**config.mk**
```make
export PLATFORM = sky130hd
export DESIGN_NAME = disk_fmt_seq
export DESIGN_NICKNAME = d
export VERILOG_FILES = /design/src/rtl/fmt_pkg.sv /design/src/rtl/fmt_fifo.sv /design/src/rtl/fmt_frame_ctr.sv /design/src/rtl/fmt_fetch.sv /design/src/rtl/disk_fmt_seq.sv
export SDC_FILE = /design/constraint.sdc
export NUM_CORES = 1
export LEC_CHECK = 0
export ABC_CLOCK_PERIOD_IN_PS = 6400
export CORE_UTILIZATION = 60
export CTS_CLUSTER_DIAMETER = 150
export DETAILED_ROUTE_END_ITERATION = 10
export DONT_BUFFER_PORTS = 1
export PLACE_DENSITY = 0.73
export SYNTH_ARGS = -nofsm -noshare
export SYNTH_HDL_FRONTEND = slang
export SYNTH_SLANG_ARGS = --single-unit
```
**constraint.sdc**
```tcl
create_clock -name clk -period 6.4 [get_ports clk]
set_input_delay 0 -clock clk [delete_from_list [all_inputs] [get_ports clk]]
set_output_delay 0 -clock clk [all_outputs]
set_load 0.05 [all_outputs]
```
**src/rtl/fmt_pkg.sv**
```systemverilog
package fmt_pkg;
   typedef enum logic [1:0] {
      ST_IDLE  = 2'd0,
      ST_WRITE = 2'd1,
      ST_READ  = 2'd2,
      ST_DRAIN = 2'd3
   } fmt_state_t;
endpackage

```
**src/rtl/fmt_fifo.sv**
```systemverilog
module fmt_fifo #(
   parameter int W     = 8,
   parameter int DEPTH = 8
) (
   input  logic         clk,
   input  logic         rst_n,
   input  logic         clr,
   input  logic         push,
   input  logic [W-1:0] din,
   input  logic         pop,
   output logic [W-1:0] dout,
   output logic         full,
   output logic         empty
);
   localparam int AW   = (DEPTH < 2) ? 1 : $clog2(DEPTH);
   localparam bit POW2 = ((DEPTH & (DEPTH - 1)) == 0);

   generate
      if (DEPTH < 2) begin : g_bad_depth
         $error("fmt_fifo: DEPTH must be at least 2");
      end
   endgenerate

   logic [W-1:0] mem [DEPTH];
   logic [AW-1:0] wp, rp, wp_nx, rp_nx;
   logic [AW:0]   cnt;

   generate
      if (POW2) begin : g_wrap_free
         assign wp_nx = wp + 1'b1;
         assign rp_nx = rp + 1'b1;
      end else begin : g_wrap_cmp
         assign wp_nx = (wp == AW'(DEPTH - 1)) ? '0 : wp + 1'b1;
         assign rp_nx = (rp == AW'(DEPTH - 1)) ? '0 : rp + 1'b1;
      end
   endgenerate

   assign full  = (cnt == (AW+1)'(DEPTH));
   assign empty = (cnt == '0);
   assign dout  = mem[rp];

   always_ff @(posedge clk) begin
      if (push) mem[wp] <= din;
   end

   always_ff @(posedge clk or negedge rst_n) begin
      if (!rst_n) begin
         wp  <= '0;
         rp  <= '0;
         cnt <= '0;
      end else if (clr) begin
         wp  <= '0;
         rp  <= '0;
         cnt <= '0;
      end else begin
         if (push) wp <= wp_nx;
         if (pop)  rp <= rp_nx;
         case ({push, pop})
            2'b10:   cnt <= cnt + 1'b1;
            2'b01:   cnt <= cnt - 1'b1;
            default: cnt <= cnt;
         endcase
      end
   end

   AST_NO_OVERFLOW:  assert property (@(posedge clk) disable iff (!rst_n) push |-> !full);
   AST_NO_UNDERFLOW: assert property (@(posedge clk) disable iff (!rst_n) pop |-> !empty);
endmodule

```
**src/rtl/fmt_frame_ctr.sv**
```systemverilog
module fmt_frame_ctr #(
   parameter int LEN_W = 12,
   parameter int CHK_W = 6,
   parameter int SEC_W = 8
) (
   input  logic             clk,
   input  logic             rst_n,
   input  logic             load,
   input  logic [LEN_W-1:0] ulen,
   input  logic [CHK_W-1:0] clen,
   input  logic [SEC_W-1:0] secs,
   input  logic             step,
   output logic             in_chk,
   output logic             last_slot
);
   logic [LEN_W-1:0] ulen_q, upos;
   logic [CHK_W-1:0] clen_q, kpos;
   logic [SEC_W-1:0] sleft;
   logic             user_end, chk_end;

   assign user_end  = (upos == ulen_q - LEN_W'(1));
   assign chk_end   = (kpos == clen_q - CHK_W'(1));
   assign last_slot = in_chk && chk_end && (sleft == SEC_W'(1));

   always_ff @(posedge clk or negedge rst_n) begin
      if (!rst_n) begin
         ulen_q <= '0;
         clen_q <= '0;
         upos   <= '0;
         kpos   <= '0;
         sleft  <= '0;
         in_chk <= 1'b0;
      end else if (load) begin
         ulen_q <= ulen;
         clen_q <= clen;
         sleft  <= secs;
         upos   <= '0;
         kpos   <= '0;
         in_chk <= 1'b0;
      end else if (step) begin
         if (!in_chk) begin
            if (user_end) begin
               upos   <= '0;
               in_chk <= 1'b1;
            end else begin
               upos <= upos + 1'b1;
            end
         end else begin
            if (chk_end) begin
               kpos   <= '0;
               in_chk <= 1'b0;
               sleft  <= sleft - SEC_W'(1);
            end else begin
               kpos <= kpos + 1'b1;
            end
         end
      end
   end

   AST_SLOT_WITHIN_XFER: assert property (@(posedge clk) disable iff (!rst_n)
      step |-> (sleft != '0));
endmodule

```
**src/rtl/fmt_fetch.sv**
```systemverilog
module fmt_fetch #(
   parameter int TOT_W = 20
) (
   input  logic             clk,
   input  logic             rst_n,
   input  logic             load,
   input  logic [TOT_W-1:0] total,
   input  logic             take,
   output logic             more
);
   logic [TOT_W-1:0] left;

   assign more = (left != '0);

   always_ff @(posedge clk or negedge rst_n) begin
      if (!rst_n)     left <= '0;
      else if (load)  left <= total;
      else if (take)  left <= left - TOT_W'(1);
   end

   AST_FETCH_BOUND: assert property (@(posedge clk) disable iff (!rst_n) take |-> more);
endmodule

```
**src/rtl/disk_fmt_seq.sv**
```systemverilog
module disk_fmt_seq
   import fmt_pkg::*;
#(
   parameter int LEN_W      = 12,
   parameter int CHK_W      = 6,
   parameter int SEC_W      = 8,
   parameter int FIFO_DEPTH = 8,
   parameter int DEF_ULEN   = 512,
   parameter int DEF_CLEN   = 4
) (
   input  logic             clk,
   input  logic             rst_n,
   input  logic [LEN_W-1:0] cfg_user_len,
   input  logic [CHK_W-1:0] cfg_chk_len,
   input  logic             start,
   input  logic             start_write,
   input  logic [SEC_W-1:0] start_secs,
   output logic             busy,
   output logic             done,
   input  logic             buf_rd_valid,
   input  logic [7:0]       buf_rd_data,
   output logic             buf_rd_ready,
   output logic             buf_wr_valid,
   output logic [7:0]       buf_wr_data,
   input  logic             buf_wr_ready,
   output logic             chk_req,
   input  logic [7:0]       chk_data,
   output logic             chk_out_valid,
   output logic [7:0]       chk_out_data,
   input  logic             byte_en,
   input  logic             wedge,
   input  logic [7:0]       nrz_in,
   output logic [7:0]       nrz_out,
   output logic             nrz_out_vld,
   output logic             wr_gate,
   output logic             err_underrun,
   output logic             err_overrun
);
   localparam int TOT_W = LEN_W + SEC_W;

   generate
      if (FIFO_DEPTH < 8) begin : g_bad_fifo
         $error("disk_fmt_seq: FIFO_DEPTH must be at least 8");
      end
      if (DEF_ULEN < 1 || DEF_ULEN >= (1 << LEN_W)) begin : g_bad_ulen
         $error("disk_fmt_seq: DEF_ULEN does not fit LEN_W");
      end
      if (DEF_CLEN < 1 || DEF_CLEN >= (1 << CHK_W)) begin : g_bad_clen
         $error("disk_fmt_seq: DEF_CLEN does not fit CHK_W");
      end
   endgenerate

   fmt_state_t       state;
   logic             start_ok;
   logic [LEN_W-1:0] ulen_eff;
   logic [CHK_W-1:0] clen_eff;
   logic             slot, step, starve, in_chk, last_slot;
   logic             wr_mode, rd_mode, wr_user_slot, rd_user;
   logic             f_push, f_pop, f_full, f_empty;
   logic [7:0]       f_din, f_dout;
   logic             fetch_more, fetch_take, ovf;

   assign ulen_eff = (cfg_user_len == '0) ? LEN_W'(DEF_ULEN) : cfg_user_len;
   assign clen_eff = (cfg_chk_len == '0)  ? CHK_W'(DEF_CLEN) : cfg_chk_len;
   assign start_ok = start && (state == ST_IDLE) && (start_secs != '0);

   assign wr_mode      = (state == ST_WRITE);
   assign rd_mode      = (state == ST_READ);
   assign slot         = byte_en && !wedge && (wr_mode || rd_mode);
   assign wr_user_slot = slot && wr_mode && !in_chk;
   assign starve       = wr_user_slot && f_empty;
   assign step         = slot && !starve;
   assign rd_user      = step && rd_mode && !in_chk;
   assign ovf          = rd_user && f_full;

   // write side: prefetch from buffer, emit on slot
   assign buf_rd_ready = wr_mode && fetch_more && !f_full;
   assign fetch_take   = buf_rd_valid && buf_rd_ready;
   assign nrz_out_vld  = step && wr_mode;
   assign chk_req      = nrz_out_vld && in_chk;
   assign nrz_out      = !nrz_out_vld ? 8'h00 : (in_chk ? chk_data : f_dout);
   assign wr_gate      = wr_mode && !wedge;

   // read side: capture on slot, drain to buffer
   assign buf_wr_valid = (rd_mode || state == ST_DRAIN) && !f_empty;
   assign buf_wr_data  = f_dout;

   assign f_din  = wr_mode ? buf_rd_data : nrz_in;
   assign f_push = wr_mode ? fetch_take : (rd_user && !f_full);
   assign f_pop  = wr_mode ? (wr_user_slot && !f_empty) : (buf_wr_valid && buf_wr_ready);

   assign busy = (state != ST_IDLE);

   fmt_fifo #(.W(8), .DEPTH(FIFO_DEPTH)) u_fifo (
      .clk   (clk),
      .rst_n (rst_n),
      .clr   (start_ok),
      .push  (f_push),
      .din   (f_din),
      .pop   (f_pop),
      .dout  (f_dout),
      .full  (f_full),
      .empty (f_empty)
   );

   fmt_frame_ctr #(.LEN_W(LEN_W), .CHK_W(CHK_W), .SEC_W(SEC_W)) u_ctr (
      .clk       (clk),
      .rst_n     (rst_n),
      .load      (start_ok),
      .ulen      (ulen_eff),
      .clen      (clen_eff),
      .secs      (start_secs),
      .step      (step),
      .in_chk    (in_chk),
      .last_slot (last_slot)
   );

   fmt_fetch #(.TOT_W(TOT_W)) u_fetch (
      .clk   (clk),
      .rst_n (rst_n),
      .load  (start_ok && start_write),
      .total (TOT_W'(ulen_eff) * TOT_W'(start_secs)),
      .take  (fetch_take),
      .more  (fetch_more)
   );

   always_ff @(posedge clk or negedge rst_n) begin
      if (!rst_n) begin
         state         <= ST_IDLE;
         done          <= 1'b0;
         err_underrun  <= 1'b0;
         err_overrun   <= 1'b0;
         chk_out_valid <= 1'b0;
         chk_out_data  <= 8'h00;
      end else begin
         done          <= 1'b0;
         chk_out_valid <= 1'b0;
         case (state)
            ST_IDLE: begin
               if (start_ok) begin
                  state        <= start_write ? ST_WRITE : ST_READ;
                  err_underrun <= 1'b0;
                  err_overrun  <= 1'b0;
               end
            end
            ST_WRITE: begin
               if (starve) begin
                  err_underrun <= 1'b1;
                  state        <= ST_IDLE;
               end else if (step && last_slot) begin
                  done  <= 1'b1;
                  state <= ST_IDLE;
               end
            end
            ST_READ: begin
               if (ovf) err_overrun <= 1'b1;
               if (step && in_chk) begin
                  chk_out_valid <= 1'b1;
                  chk_out_data  <= nrz_in;
               end
               if (step && last_slot) state <= ST_DRAIN;
            end
            ST_DRAIN: begin
               if (f_empty) begin
                  done  <= 1'b1;
                  state <= ST_IDLE;
               end
            end
            default: state <= ST_IDLE;
         endcase
      end
   end

   AST_NO_GATE_IN_WEDGE: assert property (@(posedge clk) disable iff (!rst_n)
      wedge |-> (!wr_gate && !nrz_out_vld));
   AST_DONE_SINGLE: assert property (@(posedge clk) disable iff (!rst_n)
      done |=> !done);
   AST_UNDERRUN_STICKY: assert property (@(posedge clk) disable iff (!rst_n)
      (err_underrun && !start_ok) |=> err_underrun);
   AST_OVERRUN_STICKY: assert property (@(posedge clk) disable iff (!rst_n)
      (err_overrun && !start_ok) |=> err_overrun);
   AST_IDLE_SILENT: assert property (@(posedge clk) disable iff (!rst_n)
      !busy |-> (!nrz_out_vld && !buf_rd_ready && !chk_req && !buf_wr_valid));
   AST_CHK_NOT_TO_BUF: assert property (@(posedge clk) disable iff (!rst_n)
      chk_out_valid |-> $past(!f_push));
endmodule

```
Yosys cells after proc, flatten, opt, wreduce, memory -nomap -nowiden
Memories as Yosys holds them, arrays and structs flattened.
Index checks and enable logic that the tools add are counted.

operators by class
  add/subtract/negate cells = 10
  multipliers = 1
  equality and inequality tests = 16
  mux-type cells = 52
  reductions and logical operators = 56

operators by type and width
  cell                                                                   number
  12-bit two-way mux                                                     5
  8-bit two-way mux                                                      7
  20-bit two-way mux                                                     2
  6-bit two-way mux                                                      5
  1-bit logical AND                                                      26
  12-bit by 8-bit multiplier with 20-bit output                          1
  20-bit nonzero test                                                    1
  20-bit by 1-bit subtractor with 20-bit output, second input constant   1
  2-bit nonzero test                                                     9
  1-bit two-way mux                                                      17
  12-bit by 1-bit adder with 12-bit output, second input constant        1
  12-bit equality test                                                   1
  12-bit logical NOT                                                     1
  2-bit two-way mux                                                      6
  3-bit two-way mux                                                      4
  12-bit by 1-bit subtractor with 12-bit output, second input constant   1
  3-bit AND reduction                                                    3
  8-bit by 1-bit equality test with 1-bit output, second input constant  1
  2-bit inequality test, second input constant                           4
  2-bit case mux with 4 select lines                                     1
  4-bit case mux with 2 select lines                                     1
  8-bit nonzero test                                                     1
  8-bit by 1-bit subtractor with 8-bit output, second input constant     1
  3-bit by 1-bit adder with 3-bit output, second input constant          2
  20 further kinds                                                       33

storage, ports and cells
  flip-flop bits (word level) = 89
  bits in writable memories = 64
  output and inout port bits = 34
  memories = 1

memory list
  memory      depth  bits a word  read ports  clocked after memory_dff  wr ports  line            RTL
  u_fifo.mem  8      8            1           0                         1         fmt_fifo.sv:24  logic [W-1:0] mem [DEPTH];

Logic depth before layout (Yosys ltp)
Gate-level depths: netlist of the first run.

  depth after elaboration = 15
  gate-level depth with buffers = 18

By module
From an unflattened synthesis of the first run, not the netlist that was laid out.

second synthesis, totals
  cells, all modules = 1,106
  area, all modules = 11,347.1 µm²

modules (own cells, without submodules)
  module         instances  cells each  area each (µm²)  sequential area each (µm²)
  disk_fmt_seq   1          506         4,287.9          350.3
  fmt_fifo       1          168         3,129.3          2,172.1
  fmt_frame_ctr  1          298         2,763.9          1,126.1
  fmt_fetch      1          134         1,166.1          500.5

Least setup slack after synthesis of the first run
Ideal clock, no wire load.

  kind = input port to flip-flop
  from = in cfg_user_len[4]
  to = reg u_fetch.left[19]
  setup time = 0.140 ns
  arrival time = 4.474 ns
  setup slack = 1.786 ns
  stages on the path = 17
  path buffers = 1
  cells stage by stage = clkbuf_1 -> nor4_1 -> a31oi_1 -> nor2b_1 -> fa_1 -> fa_1 -> fa_1 -> inv_1 -> fa_1 -> inv_1 -> ha_1 -> a21oi_1 -> o21ai_0 -> a221o_1 -> a311oi_1 -> xnor2_1 -> mux2i_1

between the ends
  longest elaborated chain between the ends = 4

ends and longest elaborated chain
  what                                             line                 RTL
  from (decl)                                      disk_fmt_seq.sv:13   input logic [LEN_W-1:0] cfg_user_len,
  12-bit logical NOT                               disk_fmt_seq.sv:63   assign ulen_eff = (cfg_user_len == '0) ? LEN_W'(DEF_ULEN) : cfg_user_len;
  12-bit two-way mux *                             disk_fmt_seq.sv:63
  12-bit by 8-bit multiplier with 20-bit output *  disk_fmt_seq.sv:122  .total (TOT_W'(ulen_eff) * TOT_W'(start_secs)),
  20-bit two-way mux *                             fmt_fetch.sv:17      else if (load) left <= total;
  to (signal assigned)                             fmt_fetch.sv:17
  to (signal assigned)                             fmt_fetch.sv:18      else if (take) left <= left - TOT_W'(1);
  to (decl)                                        fmt_fetch.sv:11      logic [TOT_W-1:0] left;

Every way passes the cells marked *; elsewhere a longest branch is shown, timed or not.
A chain may end at the register's enable or synchronous reset.

Worst setup path in the final report of the first run
  from = in cfg_user_len[9]
  to = reg u_fetch.left[19]

The elaborated chain is that of the path after synthesis.

==> flow_metrics.env, run 1 <==
export IMPL_pin_count=92
export IMPL_drc=0
export IMPL_worst_ep_arrival_time_ns=5.24
export IMPL_min_period_ns=4.930
export IMPL_num_rows=48
export IMPL_synthDistinctLibCells=67
export IMPL_rrSetupSlack_ns=3.05
export IMPL_h_tree_depth=4
export IMPL_setup_violations=0
export IMPL_finalInstanceArea_sq_um=12230
export IMPL_ys_seq_area_share_pct=38.01
export IMPL_die_w_um=136.9
export IMPL_violations="negative hold slack"
export IMPL_yosysTopAreaCellShare_pct=20.40
export IMPL_start_util_pct=62.25
export IMPL_ys_seq_elements=153
export IMPL_syn_to_final_growth_pct=12.05
export IMPL_final_max_slew_viol_count=0
export IMPL_fin_nets=1273
export IMPL_clk_latency_ns=0.43
export IMPL_grt_start_max_net_pins=90
export IMPL_io_buffers=0
export IMPL_cp_required_ns=6.71
export IMPL_start_kind="input pin"
export IMPL_cts_clk_slew_worst_paths_ns=0.06
export IMPL_yosys_top_cells_area="dfrtp_1 20%, edfxtp_1 18%, fa_1 11%"
export IMPL_timing_max_cap_violations=0
export IMPL_placed_cell_area_sq_um=11120
export IMPL_die_h_um=136.9
export IMPL_cts_sinks=153
export IMPL_yosysTopAreaCell="dfrtp_1"
export IMPL_grt_overflow_total=0
export IMPL_tightest_slew_ns=1.133
export IMPL_ys_warnings_count=0
export IMPL_die_area_sq_um=18740
export IMPL_synth_avg_cell_area_sq_um=10.22
export IMPL_rsz0062_at_grt="no"
export IMPL_post_cts_buffers=0
export IMPL_vias=8087
export IMPL_cts_buffer_depth=2
export IMPL_rr_worst_depth=12
export IMPL_synthesis_nets=1242
export IMPL_wire_per_inst_um=19.36
export IMPL_holdWs_ns=-0.006476
export IMPL_core_sq_um=17540
export IMPL_synthesis_area_sq_um=10920
export IMPL_ant_nets=0
export IMPL_place_gp_congestion=0.8747
export IMPL_place_ws_ns=1.510
export IMPL_slew_headroom_pct=24.26
export IMPL_firstDrtPassIters=5
export IMPL_whs_endpoint="u_fetch.left[1]"
export IMPL_power_w=0.004828
export IMPL_hpwl_um=17800
export IMPL_synth_ff_type="dfrtp_1"
export IMPL_min_delay_start="cfg_user_len[0]"
export IMPL_grt_pass1_wl_um=41490
export IMPL_drt_initial_drc_count=470
export IMPL_gr_usage_all_layers_pct=29.53
export IMPL_fin_tns_setup_ns=0
export IMPL_clockRootBuffer="clkbuf_16"
export IMPL_grt_pass1_vias=8095
export IMPL_wl_um=25910
export IMPL_hp_class="input pin to flip-flop"
export IMPL_syn_inst=1068
export IMPL_finalCritPeriodShare_pct=77.03
export IMPL_layout_drive_gt1_share_pct=9.083
export IMPL_vdd_drop_max_uv=283.8
export IMPL_max_freq_mhz=202.8
export IMPL_synth_commonest_cells="126 x nand2_1, 93 x inv_1, 89 x dfrtp_1"
export IMPL_crit_fanout=9
export IMPL_synth_edf_count=64
export IMPL_fin_worst_skew_ns=0.009578
export IMPL_p_leak_nw=5.160
export IMPL_synth_most_common_cell="nand2_1"
export IMPL_hold_viol=1
export IMPL_cts_tree="built"
export IMPL_status="finished, violations left"
export IMPL_worstReg2RegEnd="u_fifo.cnt[3]"
export IMPL_antenna_found_initial=1
export IMPL_powerDensity_nw_per_um2=394.7
export IMPL_r2r_start="u_fetch.left[11]"
export IMPL_holdPathStages=4
export IMPL_vias_per_cell=6.044
export IMPL_numCtsBuffers=17
export IMPL_worst_slack_ns=1.470
export IMPL_end_kind="flip-flop"
export IMPL_async_flop_share_pct=58.17
export IMPL_path_class="input pin to flip-flop"
## cells by family (layout without fill, tap and decap cells)
group | Yosys count | count (layout) | synth area share (%)
AND/OR/NAND/NOR | 388 | 388 | 18.15
flip-flops | 153 | 153 | 38.01
AO/OA/AOI/OAI | 148 | 148 | 8.676
buffers and inverters | 138 | 182 | 4.756
adder cells (fa/ha/maj) | 116 | 116 | 17.49
XOR/XNOR | 71 | 71 | 5.822
multiplexers | 54 | 54 | 7.095
other | 0 | 1 | 0
## flip-flops by register name, summed over array words and instances, names as in the netlist
signal,count
u_fifo.mem,64
u_fetch.left,20
u_ctr.ulen_q,12
u_ctr.upos,12
chk_out_data,8
u_ctr.sleft,8
u_ctr.clen_q,6
u_ctr.kpos,6
u_fifo.cnt,4
u_fifo.rp,3
u_fifo.wp,3
state,2
chk_out_valid,1
done,1
err_overrun,1
err_underrun,1
u_ctr.in_chk,1
## worst max path at each step
stage	start	to	slack [ns]	cells past startpoint
6_report	cfg_user_len[9]	u_fetch.left[19]	1.47	16
5_1_grt	cfg_user_len[9]	u_fetch.left[19]	1.22	16
4_1_cts	cfg_user_len[9]	u_fetch.left[19]	1.48	16
3_5_place_dp	cfg_user_len[2]	u_fetch.left[19]	1.51	16
3_3_place_gp	cfg_user_len[2]	u_fetch.left[19]	1.62	16
2_1_floorplan	cfg_user_len[4]	u_fetch.left[19]	1.79	17
## critical path: stages
cell	delay [ns]
dlygate4sd3_1	0.57
a31oi_1	0.72
nor2b_1	0.14
fa_1	0.53
fa_1	0.44
fa_1	0.55
inv_1	0.05
fa_1	0.54
inv_1	0.04
ha_1	0.35
a21oi_1	0.21
o21ai_0	0.11
a221o_1	0.40
a311oi_1	0.33
xnor2_1	0.16
mux2i_1	0.09
## through the flow
step,cells,utilization (%)
after global placement,1257,63.43
after detailed placement,1257,63.43
after CTS,1337,69.73
final,1338,69.75
after floorplan,1068,-
after global routing,1338,69.75
## timing repair
item                       4_1_cts  5_1_grt
hold endpoints to repair       195        0
resized for setup                0        0
hold buffers                    48        0
setup endpoints to repair        0        0
## layout make-up
| type | instances | area [sq um] |
|---|---|---|
| fill | 1291 | 5305 |
| sequential | 153 | 4149 |
| tap | 225 | 281.5 |
| clock buffer | 19 | 442.9 |
| antenna | 1 | 2.502 |
| inverter | 93 | 349.1 |
| multi-input combinational | 777 | 6277 |
| timing repair buffer | 57 | 565.5 |
| clock inverter | 13 | 163.9 |
## layer usage
metal  track usage (%)  part of all wire, %  up-vias
li1                  -                    -     3731
met1             38.16                   41     4013
met2             49.94                   51      285
met3             5.000                  5.4       58
met4             11.05                  2.8        0
met5                 0                    0        -
## cell usage in the layout (no fill, tap or decap), types with 7 or more instances in the layout
cell type,synthesis,routed
ha_1,55,55
nand4_1,9,9
edfxtp_1,64,64
mux4_2,16,16
a21o_1,7,7
a31oi_1,10,10
or4_1,7,7
nor2b_1,14,14
buf_4,0,9
xnor2_1,34,34
a21oi_1,45,45
and2_1,74,74
nand3_1,18,18
nand2b_1,13,13
and3_1,8,8
inv_1,93,93
o21ai_0,42,42
nor4_1,13,13
fa_1,61,61
clkbuf_16,0,17
nor2_1,56,56
mux2_2,25,25
nand2_1,126,126
dfrtp_1,89,89
nor3_1,21,21
mux2i_1,11,11
xor2_1,36,36
dlygate4sd3_1,0,47
## power breakdown
group / internal (W) / switching [W] / leakage [nW] / total (W)
Combinational: 0.000924 / 0.00134 / 3.15 / 0.00226
Clock: 0.000597 / 0.000430 / 0.290 / 0.00103
Sequential: 0.00127 / 0.000272 / 1.72 / 0.00154
(Power assumes the default switching activity.)
==> inputs of run 2 (changes only) <==
--- a/config.mk
+++ b/config.mk
@@ -5,12 +5,12 @@
 export SDC_FILE = /design/constraint.sdc
 export NUM_CORES = 1
 export LEC_CHECK = 0
-export ABC_CLOCK_PERIOD_IN_PS = 6400
-export CORE_UTILIZATION = 60
+export ABC_CLOCK_PERIOD_IN_PS = 4500
+export CORE_UTILIZATION = 59
 export CTS_CLUSTER_DIAMETER = 150
 export DETAILED_ROUTE_END_ITERATION = 10
 export DONT_BUFFER_PORTS = 1
-export PLACE_DENSITY = 0.73
+export PLACE_DENSITY = 0.75
 export SYNTH_ARGS = -nofsm -noshare
 export SYNTH_HDL_FRONTEND = slang
 export SYNTH_SLANG_ARGS = --single-unit
==> constraint.sdc (replaced) <==
create_clock -name clk -period 4.5 [get_ports clk]
set_input_delay 0 -clock clk [delete_from_list [all_inputs] [get_ports clk]]
set_output_delay 0 -clock clk [all_outputs]
set_load 0.05 [all_outputs]
==> flow_metrics.env, run 2 (synthesized netlist as in run 1, its figures left out) <==
export IMPL_wire_per_inst_um=19.01
export IMPL_holdWs_ns=0.01873
export IMPL_cp_required_ns=4.82
export IMPL_cts_clk_slew_worst_paths_ns=0.07
export IMPL_worstSetupStartpoint="cfg_user_len[9]"
export IMPL_reg_top3="u_fifo.mem (64), u_fetch.left (20)"
export IMPL_rr_worst_depth=8
export IMPL_internal_power_w=0.003915
export IMPL_finalCritPeriodShare_pct=95.89
export IMPL_fin_nets=1282
export IMPL_rrSetupSlack_ns=1.15
export IMPL_io_buffers=0
export IMPL_start_util_pct=60.57
export IMPL_vdd_drop_max_uv=430.3
export IMPL_grt_overflow_total=0
export IMPL_die_h_um=138.0
export IMPL_tightest_slew_ns=1.121
export IMPL_cts_tree="built"
export IMPL_final_common_cell="nand2_1"
export IMPL_cts_sinks=153
export IMPL_wl_um=25670
export IMPL_slew_headroom_pct=25.25
export IMPL_fillers=1379
export IMPL_final_cell_mix="126 x nand2_1, 93 x inv_1, 89 x dfrtp_1"
export IMPL_worstReg2RegEnd="u_fifo.mem[7][6]"
export IMPL_drt_initial_drc_count=630
export IMPL_core_sq_um=18020
export IMPL_holdPathStages=4
export IMPL_die_area_sq_um=19050
export IMPL_clk_latency_ns=0.43
export IMPL_hp_class="input pin to flip-flop"
export IMPL_pwr_share_clk_pct=21.0
export IMPL_pin_count=92
export IMPL_busiest_layer="met2"
export IMPL_numCtsBuffers=17
export IMPL_ant_nets=0
export IMPL_largest_register="u_fifo.mem"
export IMPL_h_tree_depth=4
export IMPL_layout_drive_gt1_share_pct=10.17
export IMPL_start_kind="input pin"
export IMPL_grt_pass1_wl_um=42120
export IMPL_gr_usage_all_layers_pct=28.13
export IMPL_firstDrtPassIters=5
export IMPL_worst_slack_ns=0.1849
export IMPL_setup_violations=0
export IMPL_die_w_um=138.0
export IMPL_cts_buffer_depth=2
export IMPL_hold_viol=0
export IMPL_final_max_slew_viol_count=0
export IMPL_grt_use_met3_pct=4.538
export IMPL_pwr_share_comb_pct=47.2
export IMPL_swShare_pct=43.23
export IMPL_powerDensity_nw_per_um2=558.8
export IMPL_num_rows=49
export IMPL_grt_start_max_net_pins=90
export IMPL_end_kind="flip-flop"
export IMPL_crit_fanout=6
export IMPL_seq_power_share_pct=31.8
export IMPL_syn_to_final_growth_pct=13.04
export IMPL_clockRootBuffer="clkbuf_16"
export IMPL_grt_pass1_vias=8003
export IMPL_max_freq_mhz=231.7
export IMPL_path_class="input pin to flip-flop"
export IMPL_r2r_start="state[1]"
export IMPL_timing_max_cap_violations=0
export IMPL_drc=0
export IMPL_antenna_found_initial=0
export IMPL_switchingPower_w=0.002981
export IMPL_crit_end="u_fetch.left[19]"
export IMPL_hpwl_um=17680
export IMPL_vias_per_cell=5.996
export IMPL_vias=8094
export IMPL_status="completed"
export IMPL_place_ws_ns=-0.006368
export IMPL_fin_worst_skew_ns=0.01159
export IMPL_place_gp_congestion=0.8937
export IMPL_worst_ep_arrival_time_ns=4.63
export IMPL_largest_reg_flops=64
export IMPL_diodes=0
export IMPL_met1_usage_pct=37.67
export IMPL_p_leak_nw=5.215
export IMPL_min_period_ns=4.315
export IMPL_grt_use_met2_pct=46.92
[run 2: cell types whose count changed in the layout (fill, tap and decap cells not counted), sizes merged, moves of 2 or more]
cell	delta
buf	+9
bufinv	-2
clkbuf	-2
clkinv	+2
inv	+3
[run 2: metrics by stage]
stage / TNS (ns) / cell area, sq um / instances / total power [W] / utilization (%)
finish: 0 / 12340 / 1350 / 0.006896 / 68.46
global route: -0.007083 / 12340 / 1350 / 0.007396 / 68.46
CTS: 0 / 12320 / 1349 / 0.006890 / 68.34
detailed placement: -0.006368 / 11200 / 1269 / 0.005374 / 62.16
global placement: 0 / 11200 / 1269 / 0.005297 / 62.16
floorplan: 0 / 10940 / 1068 / 0.004657 / -
[run 2: per-layer routing]
metal | share of wire [%] | vias up
li1 | - | 3742
met3 | 5.8 | 47
met1 | 42 | 4018
met4 | 2.6 | 0
met2 | 50 | 287
met5 | 0 | -
[run 2: worst min-delay path by stage]
stage                            to  slack [ns]           from
CTS                 u_fetch.left[1]        0.01  start_secs[0]
floorplan           chk_out_data[0]       -0.30          rst_n
global route        u_fetch.left[1]        0.06  start_secs[0]
global placement    chk_out_data[5]       -0.29          rst_n
detailed placement  chk_out_data[5]       -0.29          rst_n
finish              u_fetch.left[1]        0.02  start_secs[0]
[run 2: worst max-delay path: stages]
cell           delay, ns
dlygate4sd3_1       0.57
a31oi_4             0.26
nor2b_1             0.12
fa_1                0.57
fa_1                0.44
fa_1                0.54
inv_1               0.05
fa_1                0.52
inv_1               0.04
ha_1                0.31
a21oi_1             0.15
o21ai_0             0.09
a221o_1             0.42
a311oi_2            0.31
xnor2_1             0.14
mux2i_1             0.08
[run 2: area by class of cell]
class                           count  area (sq um)  share of cell area (%)
Clock inverter                     15         190.2                   1.541
Tap cell                          229         286.5                   2.322
Clock buffer                       17         425.4                   3.447
Sequential cell                   153          4149                   33.62
Timing Repair Buffer               66         633.1                   5.130
Multi-Input combinational cell    777          6307                   51.11
Inverter                           93         349.1                   2.829
[run 2: power groups by stage]
stage	Clock, W	Combinational [W]	Sequential [W]
floorplan	0	0.00261	0.00205
global placement	0	0.00311	0.00219
detailed placement	0	0.00317	0.00221
CTS	0.00146	0.00325	0.00218
global route	0.00152	0.00364	0.00224
finish	0.00145	0.00326	0.00219
[run 2: repair_timing]
item,CTS,global route
hold endpoints to repair,195,0
resized for setup,0,2
setup endpoints to repair,0,3
hold buffers,48,0
setup buffers,0,1
==> inputs of run 3 (changes only) <==
--- a/config.mk
+++ b/config.mk
@@ -5,6 +5,7 @@
 export SDC_FILE = /design/constraint.sdc
 export NUM_CORES = 1
 export LEC_CHECK = 0
+export ABC_AREA = 1
 export ABC_CLOCK_PERIOD_IN_PS = 4500
 export CORE_UTILIZATION = 59
 export CTS_CLUSTER_DIAMETER = 150
==> flow_metrics.env, run 3 <==
export IMPL_rr_worst_depth=19
export IMPL_seqCellArea_sq_um=4149
export IMPL_yosysTopAreaCellShare_pct=18.98
export IMPL_drt_initial_drc_count=973
export IMPL_numCtsBuffers=17
export IMPL_crit_fanout=10
export IMPL_grt_pass1_wl_um=46550
export IMPL_seq_power_share_pct=29.1
export IMPL_final_cell_mix="361 x nand2_1, 276 x inv_1, 131 x nor2_1"
export IMPL_tightest_slew_ns=1.154
export IMPL_fin_worst_skew_ns=0.009678
export IMPL_vias_per_cell=5.489
export IMPL_vdd_drop_max_uv=339.2
export IMPL_postCtsResizedCells=0
export IMPL_powerDensity_nw_per_um2=559.3
export IMPL_cts_clk_slew_worst_paths_ns=0.06
export IMPL_placed_cell_area_sq_um=11990
export IMPL_pwr_share_comb_pct=51.8
export IMPL_synth_edf_count=64
export IMPL_timing_max_cap_violations=0
export IMPL_ys_seq_area_share_pct=35.35
export IMPL_fin_nets=1719
export IMPL_worstSetupStartpoint="cfg_user_len[2]"
export IMPL_num_rows=51
export IMPL_place_gp_congestion=0.9559
export IMPL_min_period_ns=4.114
export IMPL_syn_inst=1517
export IMPL_synthDistinctLibCells=47
export IMPL_end_kind="flip-flop"
export IMPL_final_max_slew_viol_count=0
export IMPL_rrSetupSlack_ns=1.02
export IMPL_synthesis_area_sq_um=11740
export IMPL_cp_required_ns=4.82
export IMPL_reg_top3="u_fifo.mem (64), u_fetch.left (20)"
export IMPL_wl_um=27900
export IMPL_internal_power_w=0.003901
export IMPL_worstReg2RegEnd="u_fifo.cnt[3]"
export IMPL_yosysTopAreaCell="dfrtp_1"
export IMPL_hpwl_um=20120
export IMPL_synth_ff_type="dfrtp_1"
export IMPL_core_sq_um=19460
export IMPL_cts_tree="built"
export IMPL_syn_to_final_growth_pct=10.64
export IMPL_switchingPower_w=0.003361
export IMPL_hp_class="input pin to flip-flop"
export IMPL_r2r_start="state[1]"
export IMPL_drc=0
export IMPL_diodes=0
export IMPL_worst_ep_arrival_time_ns=4.43
export IMPL_clk_latency_ns=0.43
export IMPL_grt_pass1_vias=9731
export IMPL_ys_warnings_count=0
export IMPL_setup_violations=0
export IMPL_fillers=1610
export IMPL_io_buffers=0
export IMPL_layout_drive_gt1_share_pct=6.033
export IMPL_yosys_top_cells_area="dfrtp_1 19%, edfxtp_1 16%, nand2_1 12%"
export IMPL_pin_count=92
export IMPL_finalCritPeriodShare_pct=91.43
export IMPL_largest_register="u_fifo.mem"
export IMPL_vias=10010
export IMPL_synth_commonest_cells="361 x nand2_1, 276 x inv_1, 131 x nor2_1"
export IMPL_die_w_um=143.0
export IMPL_stdcell_count=1823
export IMPL_holdPathStages=5
export IMPL_whs_endpoint="u_fetch.left[1]"
export IMPL_cts_buffer_depth=2
export IMPL_place_inst=1750
export IMPL_status="completed"
export IMPL_start_kind="input pin"
export IMPL_finalInstanceArea_sq_um=12990
export IMPL_synth_most_common_cell="nand2_1"
export IMPL_ys_seq_elements=153
export IMPL_largest_reg_flops=64
export IMPL_ant_nets=0
export IMPL_gr_usage_all_layers_pct=29.22
export IMPL_final_common_cell="nand2_1"
export IMPL_slew_headroom_pct=23.08
export IMPL_clockRootBuffer="clkbuf_16"
export IMPL_fin_tns_setup_ns=0
export IMPL_cts_sinks=153
export IMPL_hold_viol=0
export IMPL_swShare_pct=46.28
export IMPL_async_flop_share_pct=58.17
export IMPL_synth_avg_cell_area_sq_um=7.736
export IMPL_path_class="input pin to flip-flop"
export IMPL_synthesis_nets=1691
export IMPL_min_delay_start="start_secs[0]"
export IMPL_grt_overflow_total=0
export IMPL_firstDrtPassIters=7
export IMPL_p_leak_nw=6.597
export IMPL_rsz0062_at_grt="no"
export IMPL_wire_per_inst_um=15.30
export IMPL_multiInputGateArea_sq_um=6282
export IMPL_pwr_share_clk_pct=19.2
export IMPL_grt_start_max_net_pins=90
export IMPL_die_area_sq_um=20460
export IMPL_antenna_found_initial=0
export IMPL_start_util_pct=60.30
export IMPL_die_h_um=143.0
export IMPL_h_tree_depth=4
export IMPL_power_w=0.007262
export IMPL_max_freq_mhz=243.1
==> run 3: cell families (layout without fill, tap and decap cells) <==
| logic type | after synthesis | in the layout | synth area share [%] |
|---|---|---|---|
| xor+xnor | 40 | 40 | 2.985 |
| flops | 153 | 153 | 35.35 |
| simple gates | 658 | 658 | 24.15 |
| compound gates | 211 | 211 | 10.13 |
| buf+inv | 339 | 380 | 11.12 |
| fa+ha+maj | 116 | 116 | 16.27 |
==> run 3: how the worst max path moves through the flow <==
stage / endpoint / slack, ns / cells past startpoint
floorplan: u_fetch.left[18] / 0.30 / 22
global placement: u_fetch.left[18] / 0.14 / 21
detailed placement: u_fetch.left[18] / 0.02 / 21
CTS: u_fetch.left[18] / 0.43 / 21
global route: u_fetch.left[18] / 0.13 / 21
finish: u_fetch.left[18] / 0.39 / 21
==> run 3: per-stage QoR <==
step | util (%) | setup slack, ns | hold WS (ns)
6_report | 66.72 | 0.3856 | 0.01824
5_1_grt | 66.72 | 0.1345 | 0.04224
4_1_cts | 66.72 | 0.4321 | 0.001023
3_5_place_dp | 61.61 | 0.01551 | -0.2917
3_3_place_gp | 61.61 | 0.1374 | -0.2917
2_1_floorplan | - | 0.3028 | -0.2956
==> run 3: layer usage <==
metal / GRT usage [%] / wire length (um) / vias up
met2: 49.60 / 13580 / 372
met5: 0 / 0 / -
met3: 5.131 / 1719 / 50
met4: 9.111 / 522 / 0
li1: - / - / 4851
met1: 37.92 / 12070 / 4733
==> run 3: power by group through the flow <==
stage               Combinational (W)  Sequential (W)  Clock, W
floorplan                     0.00297         0.00205         0
global placement              0.00358         0.00212         0
detailed placement            0.00365         0.00212         0
CTS                           0.00374         0.00210   0.00140
global route                  0.00432         0.00215   0.00146
finish                        0.00376         0.00211   0.00139
==> run 3: layout make-up <==
cell class / instances / share of cell area [%]
clock inverters: 11 / 0.9732
clock buffers: 21 / 3.392
multi-input cells: 1025 / 48.38
well taps: 265 / 2.553
repair buffers: 61 / 4.452
flip-flops and latches: 153 / 31.95
inverters: 287 / 8.296
==> run 3: worst max-delay path: stages <==
cell and delay, ns:
nor4_1 0.40, nand3_1 0.12, nand2_1 0.14, inv_1 0.10, nor2_1 0.13, fa_1 0.45, fa_1 0.49, fa_1 0.57
inv_1 0.06, fa_1 0.54, inv_1 0.04, ha_1 0.34, a21oi_1 0.28, o21a_1 0.15, nand3_1 0.13, nand2_1 0.09
inv_1 0.05, o21ai_0 0.14, nand3_1 0.09, nand2_1 0.08, nand2_1 0.05
==> run 3: what timing repair did <==
action | 4_1_cts | 5_1_grt
setup buffers | 0 | 0
hold buffers | 41 | 0
hold endpoints to repair | 131 | 0
